==> src/rtl/scc_pkg.sv <==
package scc_pkg;
  localparam int STEP_W = 2;
  localparam int COEF_W = 14;

  typedef enum logic [2:0] {
    CAUSE_NONE    = 3'd0,
    CAUSE_IN_BIG  = 3'd1,
    CAUSE_OUT_BIG = 3'd2,
    CAUSE_RATIO   = 3'd3,
    CAUSE_DIV0    = 3'd4
  } cause_e;

  typedef enum logic [1:0] {
    ST_IDLE,
    ST_CHECK,
    ST_DIVIDE
  } state_e;

  typedef struct packed {
    logic [STEP_W-1:0] step;
    logic [COEF_W-1:0] coef;
  } axis_cfg_t;
endpackage

==> src/rtl/scc_axis_check.sv <==
module scc_axis_check
  import scc_pkg::*;
#(
  parameter int SIZE_W   = 16,
  parameter int IN_MAX   = 4096,
  parameter int OUT_MAX  = 1024,
  parameter int MAX_STEP = 2,
  parameter int WORK_W   = 10
) (
  input  logic [SIZE_W-1:0] in_size_i,
  input  logic [SIZE_W-1:0] out_size_i,
  output cause_e            cause_o,
  output logic [STEP_W-1:0] step_o,
  output logic [WORK_W-1:0] work_m1_o,
  output logic [WORK_W-1:0] div_m1_o
);
  localparam logic [SIZE_W-1:0] IN_LIM    = SIZE_W'(IN_MAX);
  localparam logic [SIZE_W-1:0] OUT_LIM   = SIZE_W'(OUT_MAX);
  localparam logic [SIZE_W:0]   WORK_LIM  = (SIZE_W+1)'(OUT_MAX);

  logic [SIZE_W:0]   ws;
  logic [STEP_W-1:0] st;

  // legality, in priority order
  always_comb begin
    if (in_size_i > IN_LIM)
      cause_o = CAUSE_IN_BIG;
    else if (out_size_i > OUT_LIM)
      cause_o = CAUSE_OUT_BIG;
    else if ({out_size_i, 2'b00} < {2'b00, in_size_i})
      cause_o = CAUSE_RATIO;
    else if (out_size_i <= SIZE_W'(1))
      cause_o = CAUSE_DIV0;
    else
      cause_o = CAUSE_NONE;
  end

  // bounded halving; once the condition fails it stays false
  always_comb begin
    ws = {1'b0, in_size_i};
    st = '0;
    for (int i = 0; i < MAX_STEP; i++) begin
      if ((ws > WORK_LIM) || (ws >= {out_size_i, 1'b0})) begin
        ws = ws >> 1;
        st = st + STEP_W'(1);
      end
    end
  end

  assign step_o    = st;
  assign work_m1_o = (ws == '0) ? '0 : WORK_W'(ws - (SIZE_W+1)'(1));
  assign div_m1_o  = WORK_W'(out_size_i - SIZE_W'(1));
endmodule

==> src/rtl/scc_divider.sv <==
module scc_divider #(
  parameter int DVD_W = 28,
  parameter int DVS_W = 10
) (
  input  logic             clk,
  input  logic             rst_n,
  input  logic             load_i,
  input  logic [DVD_W-1:0] dividend_i,
  input  logic [DVS_W-1:0] divisor_i,
  output logic [DVD_W-1:0] quo_o,
  output logic             vld_o
);
  localparam int CNT_W = $clog2(DVD_W + 1);

  logic [DVS_W-1:0] rem_q, rem_n, dvs_q, dvs_n;
  logic [DVD_W-1:0] quo_q, quo_n;
  logic [CNT_W-1:0] cnt_q, cnt_n;
  logic             vld_q, vld_n;
  logic [DVS_W:0]   rem_sh, diff;
  logic             ge;

  assign rem_sh = {rem_q, quo_q[DVD_W-1]};
  assign diff   = rem_sh - {1'b0, dvs_q};
  assign ge     = rem_sh >= {1'b0, dvs_q};

  always_comb begin
    rem_n = rem_q;
    quo_n = quo_q;
    cnt_n = cnt_q;
    dvs_n = dvs_q;
    vld_n = 1'b0;
    if (load_i) begin
      rem_n = '0;
      quo_n = dividend_i;
      dvs_n = divisor_i;
      cnt_n = CNT_W'(DVD_W);
    end else if (cnt_q != '0) begin
      rem_n = ge ? diff[DVS_W-1:0] : rem_sh[DVS_W-1:0];
      quo_n = {quo_q[DVD_W-2:0], ge};
      cnt_n = cnt_q - CNT_W'(1);
      vld_n = (cnt_q == CNT_W'(1));
    end
  end

  always_ff @(posedge clk or negedge rst_n) begin
    if (!rst_n) begin
      rem_q <= '0;
      quo_q <= '0;
      dvs_q <= '0;
      cnt_q <= '0;
      vld_q <= 1'b0;
    end else begin
      rem_q <= rem_n;
      quo_q <= quo_n;
      dvs_q <= dvs_n;
      cnt_q <= cnt_n;
      vld_q <= vld_n;
    end
  end

  assign quo_o = quo_q;
  assign vld_o = vld_q;
endmodule

==> src/rtl/scc_top.sv <==
module scc_top
  import scc_pkg::*;
#(
  parameter int SIZE_W    = 16,
  parameter int IN_MAX    = 4096,
  parameter int OUT_MAX   = 1024,
  parameter int MAX_STEP  = 2,
  parameter int FRAC_BITS = 13,
  parameter int DVD_W     = 28
) (
  input  logic              clk,
  input  logic              rst_n,
  input  logic              start_i,
  input  logic [SIZE_W-1:0] in_w_i,
  input  logic [SIZE_W-1:0] in_h_i,
  input  logic [SIZE_W-1:0] out_w_i,
  input  logic [SIZE_W-1:0] out_h_i,
  output logic              busy_o,
  output logic              done_o,
  output logic              err_o,
  output logic [2:0]        err_cause_o,
  output logic              err_axis_o,
  output logic              ovf_o,
  output logic [31:0]       cfg_word_o
);
  localparam int WORK_W = $clog2(OUT_MAX);

  state_e            state_q, state_n;
  logic              axis_q, axis_n;
  logic [SIZE_W-1:0] iw_q, ih_q, ow_q, oh_q;
  logic              accept;
  axis_cfg_t         vcfg_q, vcfg_n;
  logic              vsat_q, vsat_n;
  logic [31:0]       word_q, word_n;
  logic              err_q, err_n, eax_q, eax_n, ovf_q, ovf_n, done_q, done_n;
  cause_e            cause_q, cause_n;

  logic [SIZE_W-1:0] sel_in, sel_out;
  cause_e            chk_cause;
  logic [STEP_W-1:0] chk_step;
  logic [WORK_W-1:0] work_m1, div_m1;
  logic              div_load, div_vld, sat;
  logic [DVD_W-1:0]  quo;
  logic [COEF_W-1:0] coef;

  assign accept  = (state_q == ST_IDLE) && start_i;
  assign sel_in  = axis_q ? iw_q : ih_q;
  assign sel_out = axis_q ? ow_q : oh_q;

  scc_axis_check #(
    .SIZE_W(SIZE_W), .IN_MAX(IN_MAX), .OUT_MAX(OUT_MAX),
    .MAX_STEP(MAX_STEP), .WORK_W(WORK_W)
  ) u_chk (
    .in_size_i(sel_in), .out_size_i(sel_out), .cause_o(chk_cause),
    .step_o(chk_step), .work_m1_o(work_m1), .div_m1_o(div_m1)
  );

  assign div_load = (state_q == ST_CHECK) && (chk_cause == CAUSE_NONE);

  scc_divider #(.DVD_W(DVD_W), .DVS_W(WORK_W)) u_div (
    .clk(clk), .rst_n(rst_n), .load_i(div_load),
    .dividend_i(DVD_W'({work_m1, {FRAC_BITS{1'b0}}})),
    .divisor_i(div_m1), .quo_o(quo), .vld_o(div_vld)
  );

  assign sat  = |quo[DVD_W-1:COEF_W];
  assign coef = sat ? {COEF_W{1'b1}} : quo[COEF_W-1:0];

  always_comb begin
    state_n = state_q;
    axis_n  = axis_q;
    vcfg_n  = vcfg_q;
    vsat_n  = vsat_q;
    word_n  = word_q;
    err_n   = err_q;
    cause_n = cause_q;
    eax_n   = eax_q;
    ovf_n   = ovf_q;
    done_n  = 1'b0;
    unique case (state_q)
      ST_IDLE: begin
        if (start_i) begin
          state_n = ST_CHECK;
          axis_n  = 1'b0;
        end
      end
      ST_CHECK: begin
        if (chk_cause != CAUSE_NONE) begin
          err_n   = 1'b1;
          cause_n = chk_cause;
          eax_n   = axis_q;
          ovf_n   = 1'b0;
          done_n  = 1'b1;
          state_n = ST_IDLE;
        end else begin
          state_n = ST_DIVIDE;
        end
      end
      ST_DIVIDE: begin
        if (div_vld) begin
          if (!axis_q) begin
            vcfg_n  = '{step: chk_step, coef: coef};
            vsat_n  = sat;
            axis_n  = 1'b1;
            state_n = ST_CHECK;
          end else begin
            word_n  = {vcfg_q, chk_step, coef};
            ovf_n   = vsat_q | sat;
            err_n   = 1'b0;
            cause_n = CAUSE_NONE;
            eax_n   = 1'b0;
            done_n  = 1'b1;
            state_n = ST_IDLE;
          end
        end
      end
      default: state_n = ST_IDLE;
    endcase
  end

  always_ff @(posedge clk or negedge rst_n) begin
    if (!rst_n) begin
      state_q <= ST_IDLE;
      axis_q  <= 1'b0;
      vcfg_q  <= '0;
      vsat_q  <= 1'b0;
      word_q  <= '0;
      err_q   <= 1'b0;
      cause_q <= CAUSE_NONE;
      eax_q   <= 1'b0;
      ovf_q   <= 1'b0;
      done_q  <= 1'b0;
    end else begin
      state_q <= state_n;
      axis_q  <= axis_n;
      vcfg_q  <= vcfg_n;
      vsat_q  <= vsat_n;
      word_q  <= word_n;
      err_q   <= err_n;
      cause_q <= cause_n;
      eax_q   <= eax_n;
      ovf_q   <= ovf_n;
      done_q  <= done_n;
    end
  end

  // size capture, enabled only on acceptance
  always_ff @(posedge clk or negedge rst_n) begin
    if (!rst_n) begin
      iw_q <= '0;
      ih_q <= '0;
      ow_q <= '0;
      oh_q <= '0;
    end else if (accept) begin
      iw_q <= in_w_i;
      ih_q <= in_h_i;
      ow_q <= out_w_i;
      oh_q <= out_h_i;
    end
  end

  assign busy_o      = (state_q != ST_IDLE);
  assign done_o      = done_q;
  assign err_o       = err_q;
  assign err_cause_o = cause_q;
  assign err_axis_o  = eax_q;
  assign ovf_o       = ovf_q;
  assign cfg_word_o  = word_q;
endmodule

==> config.mk <==
export PLATFORM = sky130hd
export DESIGN_NAME = scc_top
export DESIGN_NICKNAME = d
export VERILOG_FILES = /design/src/rtl/scc_pkg.sv /design/src/rtl/scc_axis_check.sv /design/src/rtl/scc_divider.sv /design/src/rtl/scc_top.sv
export SDC_FILE = /design/constraint.sdc
export NUM_CORES = 1
export LEC_CHECK = 0
export ABC_AREA = 0
export BUFFER_PORTS_ARGS = -buffer_cell sky130_fd_sc_hd__buf_4
export CORE_ASPECT_RATIO = 0.5
export CORE_MARGIN = 1
export CORE_UTILIZATION = 60
export CTS_CLUSTER_DIAMETER = 100
export CTS_CLUSTER_SIZE = 16
export DETAILED_ROUTE_END_ITERATION = 6
export HOLD_SLACK_MARGIN = 0.06
export PLACE_DENSITY = 0.78
export SLEW_MARGIN = 0
export SYNTH_ARGS = -nofsm -noshare
export SYNTH_HDL_FRONTEND = slang
export SYNTH_HIERARCHICAL = 1
export SYNTH_SLANG_ARGS = --single-unit
==> constraint.sdc <==
create_clock -name clk -period 8.5 [get_ports clk]
set_clock_uncertainty 0.05 [all_clocks]
set_input_delay 1.275 -clock clk [delete_from_list [all_inputs] [get_ports clk]]
set_output_delay 1.275 -clock clk [all_outputs]
set_load 0.1 [all_outputs]
* Word level (Yosys, flattened, before mapping)
Index checks and enable logic that the tools add are counted.
** Operators by class
- Mux-type cells :: 47
- Add/sub/neg operators :: 5
- Magnitude comparators :: 9
- Reductions and logical operators :: 19
- Equal/unequal tests :: 7
- Bitwise logic cells :: 2
** Operators by type and width (count)
- $mux W16 :: 4
- $mux W28 :: 2
- $gt A16 B11 Y1 const B :: 3
- $mux W10 :: 4
- $ge A16 B17 Y1 :: 2
- $mux W3 :: 7
- $sub A10 B1 Y10 const B :: 2
- $lt A18 B16 Y1 :: 1
- $logic_not A17 Y1 :: 1
- $gt A16 B13 Y1 const B :: 1
- $le A16 B1 Y1 const B :: 1
- $mux W1 :: 16
- $mux W14 :: 1
- $reduce_or A14 Y1 :: 1
- $ge A11 B10 Y1 :: 1
- $mux W5 :: 2
- $pmux W1 S2 :: 5
- $sub A10 B10 Y10 :: 1
- $reduce_and A3 Y1 :: 3
- $mux W2 :: 4
- $reduce_bool A2 Y1 :: 4
- $pmux W2 S3 :: 1
- $pmux W3 S2 :: 1
- $eq A5 B1 Y1 const B :: 1
- 16 further kinds :: 20
** Storage, ports and cells
- Output and inout port bits :: 40
- Logic and storage cells :: 109
- Bits in registers :: 177
- Input port bits :: 67

* Depth between registers and ports, before layout
- Depth after elaboration :: 10
- Mapped depth :: 34
- Mapped depth without buffers :: 29

* Cells and area by module
The synthesis kept the hierarchy.
** By module, submodules not included
- scc_top :: area each 5217.5 um2, instances 1, sequential area each 3078.0 um2, cells each 442
- scc_divider :: area each 2901.5 um2, instances 1, sequential area each 1351.3 um2, cells each 303
- scc_axis_check :: area each 2398.6 um2, instances 1, sequential area each 0.0 um2, cells each 313

* Worst setup path before layout
Ideal clock, no wire load.
- Path type :: reg-to-reg
- Start point :: register axis_q
- End point :: register u_div.quo_q[13], in the netlist u_div/quo_o[13]
- Path buffers :: 5
- Data required time :: 8.317 ns
- Data arrival time :: 5.943 ns
- Period minus slack after synthesis :: 6.126 ns
- Path slack :: 2.374 ns
- Cell stages (with the launch flop) :: 34
- Library setup time :: 0.133 ns
- Path through :: dfrtp_1 > buf_2 > buf_2 > mux2_2 > inv_1 > ha_1 > a21oi_1 > nor2_1 > a211oi_2 > a311oi_4 > nor2_4 > inv_4 > buf_12 > buf_6 > a21oi_1 > inv_1 > ha_1 > nand4_1 > nor3_1 > nand3_1 > or3_1 > o211ai_4 > nor2_4 > inv_1 > buf_4 > a21o_1 > ha_1 > nor2b_1 > nand4b_1 > nor3_2 > o211ai_1 > and2_1 > nand2_1 > o21ai_0
** Between the ends
- Cells in the longest elaborated chain, start to end :: 10
- Elaborated cells between the ends (all ways) :: 25
- Classes of those cells :: add/sub: 1; order compare: 8; mux: 10; reduce/logical: 6
** RTL lines
- from (decl) :: RTL line scc_top.sv:29 : logic axis_q, axis_n;
- from (signal assigned) :: RTL line scc_top.sv:135 : axis_q <= axis_n;
- $mux W16 (*) :: RTL line scc_top.sv:48 : assign sel_out = axis_q ? ow_q : oh_q;
- net sel_out[5] :: RTL line scc_top.sv:38 : logic [SIZE_W-1:0] sel_in, sel_out;
- $ge A16 B17 Y1 :: RTL line scc_axis_check.sv:43 : if ((ws > WORK_LIM) || (ws >= {out_size_i, 1'b0})) begin
- $logic_or A1 B1 Y1 :: RTL line scc_axis_check.sv:43
- $mux W16 :: RTL line scc_axis_check.sv:43
- $ge A16 B17 Y1 or $gt A16 B11 Y1 (tied branches) :: RTL line scc_axis_check.sv:43
- $logic_or A1 B1 Y1 :: RTL line scc_axis_check.sv:43
- $mux W16 (*) :: RTL line scc_axis_check.sv:43
- $sub A10 B1 Y10 or $logic_not A17 Y1 (tied branches) :: RTL line scc_axis_check.sv:51 : assign work_m1_o = (ws == '0) ? '0 : WORK_W'(ws - (SIZE_W+1)'(1));
- $mux W10 (*) :: RTL line scc_axis_check.sv:51
- net work_m1[0] :: RTL line scc_top.sv:41 : logic [WORK_W-1:0] work_m1, div_m1;
- $mux W28 (*) :: RTL line scc_divider.sv:32 : if (load_i) begin
- to (signal assigned) :: RTL line scc_divider.sv:54 : quo_q <= quo_n;
- to (decl) :: RTL line scc_divider.sv:16 : logic [DVD_W-1:0] quo_q, quo_n;
The timed path passes the listed nets; every way through them passes the cells marked *.
A chain may end at the register's enable or synchronous reset.

* Worst setup path after layout
- Start point :: register axis_q
- End point :: register u_div.quo_q[13], in the netlist u_div/quo_o[13]
** Between the ends
- Cells in the longest elaborated chain, start to end :: 10
- Elaborated cells between the ends (all ways) :: 25
- Classes of those cells :: add/sub: 1; order compare: 8; mux: 10; reduce/logical: 6
** RTL lines
- $mux W16 (*) :: RTL line scc_top.sv:47 : assign sel_in = axis_q ? iw_q : ih_q;
- net sel_in[8] :: RTL line scc_top.sv:38
- $ge A16 B17 Y1 or $gt A16 B11 Y1 (tied branches) :: RTL line scc_axis_check.sv:43
- $logic_or A1 B1 Y1 :: RTL line scc_axis_check.sv:43
- $mux W16 (*) :: RTL line scc_axis_check.sv:43
- $ge A16 B17 Y1 or $gt A16 B11 Y1 (tied branches) :: RTL line scc_axis_check.sv:43
- $logic_or A1 B1 Y1 :: RTL line scc_axis_check.sv:43
- $mux W16 (*) :: RTL line scc_axis_check.sv:43
- $sub A10 B1 Y10 or $logic_not A17 Y1 (tied branches) :: RTL line scc_axis_check.sv:51
- $mux W10 (*) :: RTL line scc_axis_check.sv:51
- net work_m1[0] :: RTL line scc_top.sv:41
- $mux W28 (*) :: RTL line scc_divider.sv:32
Marks and branches as above.

==> impl_metrics.ini <==
[grt]
gr-usage-all-layers_pct = 29.1
grt_pass1_vias = 7890
met1_usage_pct = 40.4
top_usage_layer = met2
grt_pass1_wl_um = 40900
antenna_found_initial = 0
grtUsageMet3_pct = 5.93
met2_usage_pct = 46.8
grt_max_degree = 108
grt-ovfl-total = 0

[logic_synthesis]
ys_ff_latch = 177
postSynthAreaPerCell_um2 = 9.94
synth_top_area_cell = dfrtp_1
syn_inst = 1058
synth_area_leaders = dfrtp_1 42%, mux2_2 11%, ha_1 7.7%
syn_area_um2 = 10500
synthArstFlopShare_pct = 100
synth_top_area_share_pct = 42.1
synthFlopType = dfrtp_1
synth_seq_area_share_pct = 42.1
yosys_warnings = 6
synth_edf_count = 0
ys_types = 90

[placement]
dp_cells = 1361
dp_hpwl_um = 17700
port_buffers = 106
routabilityCongestion = 0.957

[clock_tree]
clk_pin_slew_worst_paths_ps = 70
cts_tree = built
cts-buffers-inserted = 17
cts_resized = 0
clock_latency_ps = 440
cts_root_buf = clkbuf_16
cts.sinks = 177
postCtsSetupBuffers = 0
holdBufCountCts = 0
clockBufferDepth = 2
h-tree-depth = 4

[hold_path]
hp-class = reg -> reg
hold_start = vcfg_q[9]
min_to = cfg_word_o[25]
holdPathStages = 2

[floorplanning]
ios = 107
rows = 33
die_width_um = 189
dieArea_um2 = 18100
initial_core_util_pct = 62.7
die_h_um = 95.6
coreArea_um2 = 16800

[status]
status = finished clean

[worst_setup_path]
cp-end-kind = flip-flop
rr_worst_depth = 27
worst-path-max-fanout = 32
start_kind = flip-flop
r2r_slack_ps = 1110
worstReg2RegEnd = u_div/quo_o[13]
critPathSlowestCell = a311oi_4
required_ps = 8750
crit_type = reg -> reg
cpPeakStageDelay_ps = 790
cp.arrival_ps = 7630
r2r_start = axis_q

[drt]
first_pass_iters = 5
num_vias = 8245
drcViolationCount = 0
finalWirelength_um = 25100
detail-route-antenna-nets = 0
first_iter_violations = 572
wl_per_cell_um = 18.0
via_per_inst = 5.92

[sta]
fin_crit_ps = 7390
slew_headroom_pct = 25.2
slew_violations = 0
whs_ps = 418
rsz0062_at_grt = false
clock.fmax_mhz = 135
timing.final.crit_share_pct = 86.9
tightestPinTransition_ps = 1120
setup_viol = 0
hold_viol_final = 0
tns_ps = 0

[pwr]
ir_worst_vdd_mv = 0.198
power_mw = 4.56
p_leak_nw = 5.51
p_per_area_nw_per_um2 = 378

[run]
drv_cap = 0

[final_layout]
n_antenna_cell = 0
syn_to_final_growth_pct = 14.6
stdcell_count = 1393
final_nets = 1286
drive_above_1_share_pct = 24.6
final_util_pct = 71.9
fillCellCount = 1287
final_cell_mix = 177 x dfrtp_1, 122 x nand2_1, 109 x buf_4, 100 x mux2_2, 99 x nor2_1
final_common_cell = dfrtp_1
logic make-up (layout without fill, tap and decap cells):
group / after synthesis / in the layout / share of synthesized area, %
other cells: 2 / 19 / 0.0714
fa+ha+maj: 66 / 66 / 7.92
flops: 177 / 177 / 42.1
simple gates: 327 / 327 / 14.9
compound gates: 211 / 211 / 14.1
buf+inv: 120 / 211 / 5.08
mux: 138 / 138 / 14.4
xor+xnor: 17 / 17 / 1.42
flip-flops by register name, indices dropped and copies added, names as in the netlist, 2 cells and up:
signal       cells
state_q          2
u_div/dvs_q     10
cfg_word_o      32
err_cause_o      3
ow_q            16
u_div/quo_o     28
oh_q            16
u_div/cnt_q      5
iw_q            16
u_div/rem_q     10
ih_q            16
vcfg_q          16
where the power goes:
part | leakage [nW] | internal, mW | switching (mW)
logic | 3.03 | 0.992 | 1.35
registers | 2.18 | 1.17 | 0.230
clock network | 0.295 | 0.428 | 0.379
total | 5.51 | 2.59 | 1.96
layer usage:
layer	part of all wire [%]	vias to the layer above
met5	0	-
met4	1.2	0
met3	5.7	29
met2	46	274
met1	47	4014
li1	-	3928
worst max-delay path: cells and delay by family (launching register included):
kind / cells / cell delay (ps)
multiplexers: 1 / 420
flip-flops: 1 / 550
AND/OR/NAND/NOR: 14 / 2670
buffers and inverters: 3 / 680
AO/OA/AOI/OAI: 6 / 1990
adder cells (fa/ha/maj): 3 / 870
worst max-delay path by stage:
stage | from | to | slack, ps | cells past startpoint
after CTS | axis_q | u_div/quo_o[13] | 1220 | 27
after floorplan | axis_q | u_div/quo_o[13] | 2370 | 33
after detailed placement | axis_q | u_div/quo_o[13] | 1290 | 29
after global placement | axis_q | u_div/quo_o[13] | 1470 | 27
after global routing | axis_q | u_div/quo_o[13] | 580 | 27
final | axis_q | u_div/quo_o[13] | 1110 | 27
Yosys cell counts, types with 10 or more instances:
cell type	number
a211oi_1	10
nand3_1	10
dfrtp_1	177
a21oi_1	62
buf_2	21
mux2_2	100
clkbuf_1	25
nor4_1	13
nand2_1	123
nor3_1	20
nand4_1	12
inv_1	66
mux2i_1	37
o21ai_0	58
xnor2_1	13
nor2_1	99
ha_1	65
cell type report:
cell class / count / area (µm²) / share of cell area (%)
multi-input cells: 778 / 5630 / 46.7
flip-flops and latches: 177 / 4430 / 36.7
repair buffers: 111 / 850 / 7.05
clock buffers: 19 / 443 / 3.67
well taps: 227 / 284 / 2.36
inverters: 68 / 263 / 2.18
clock inverters: 13 / 163 / 1.35
through the flow:
stage	cell area (µm²)	setup slack, ps
after floorplan	10600	2370
after global placement	11500	1470
after detailed placement	11500	1290
after CTS	12100	1220
after global routing	12100	584
final	12100	1110
Note: power is estimated with default switching activity, not from simulation.
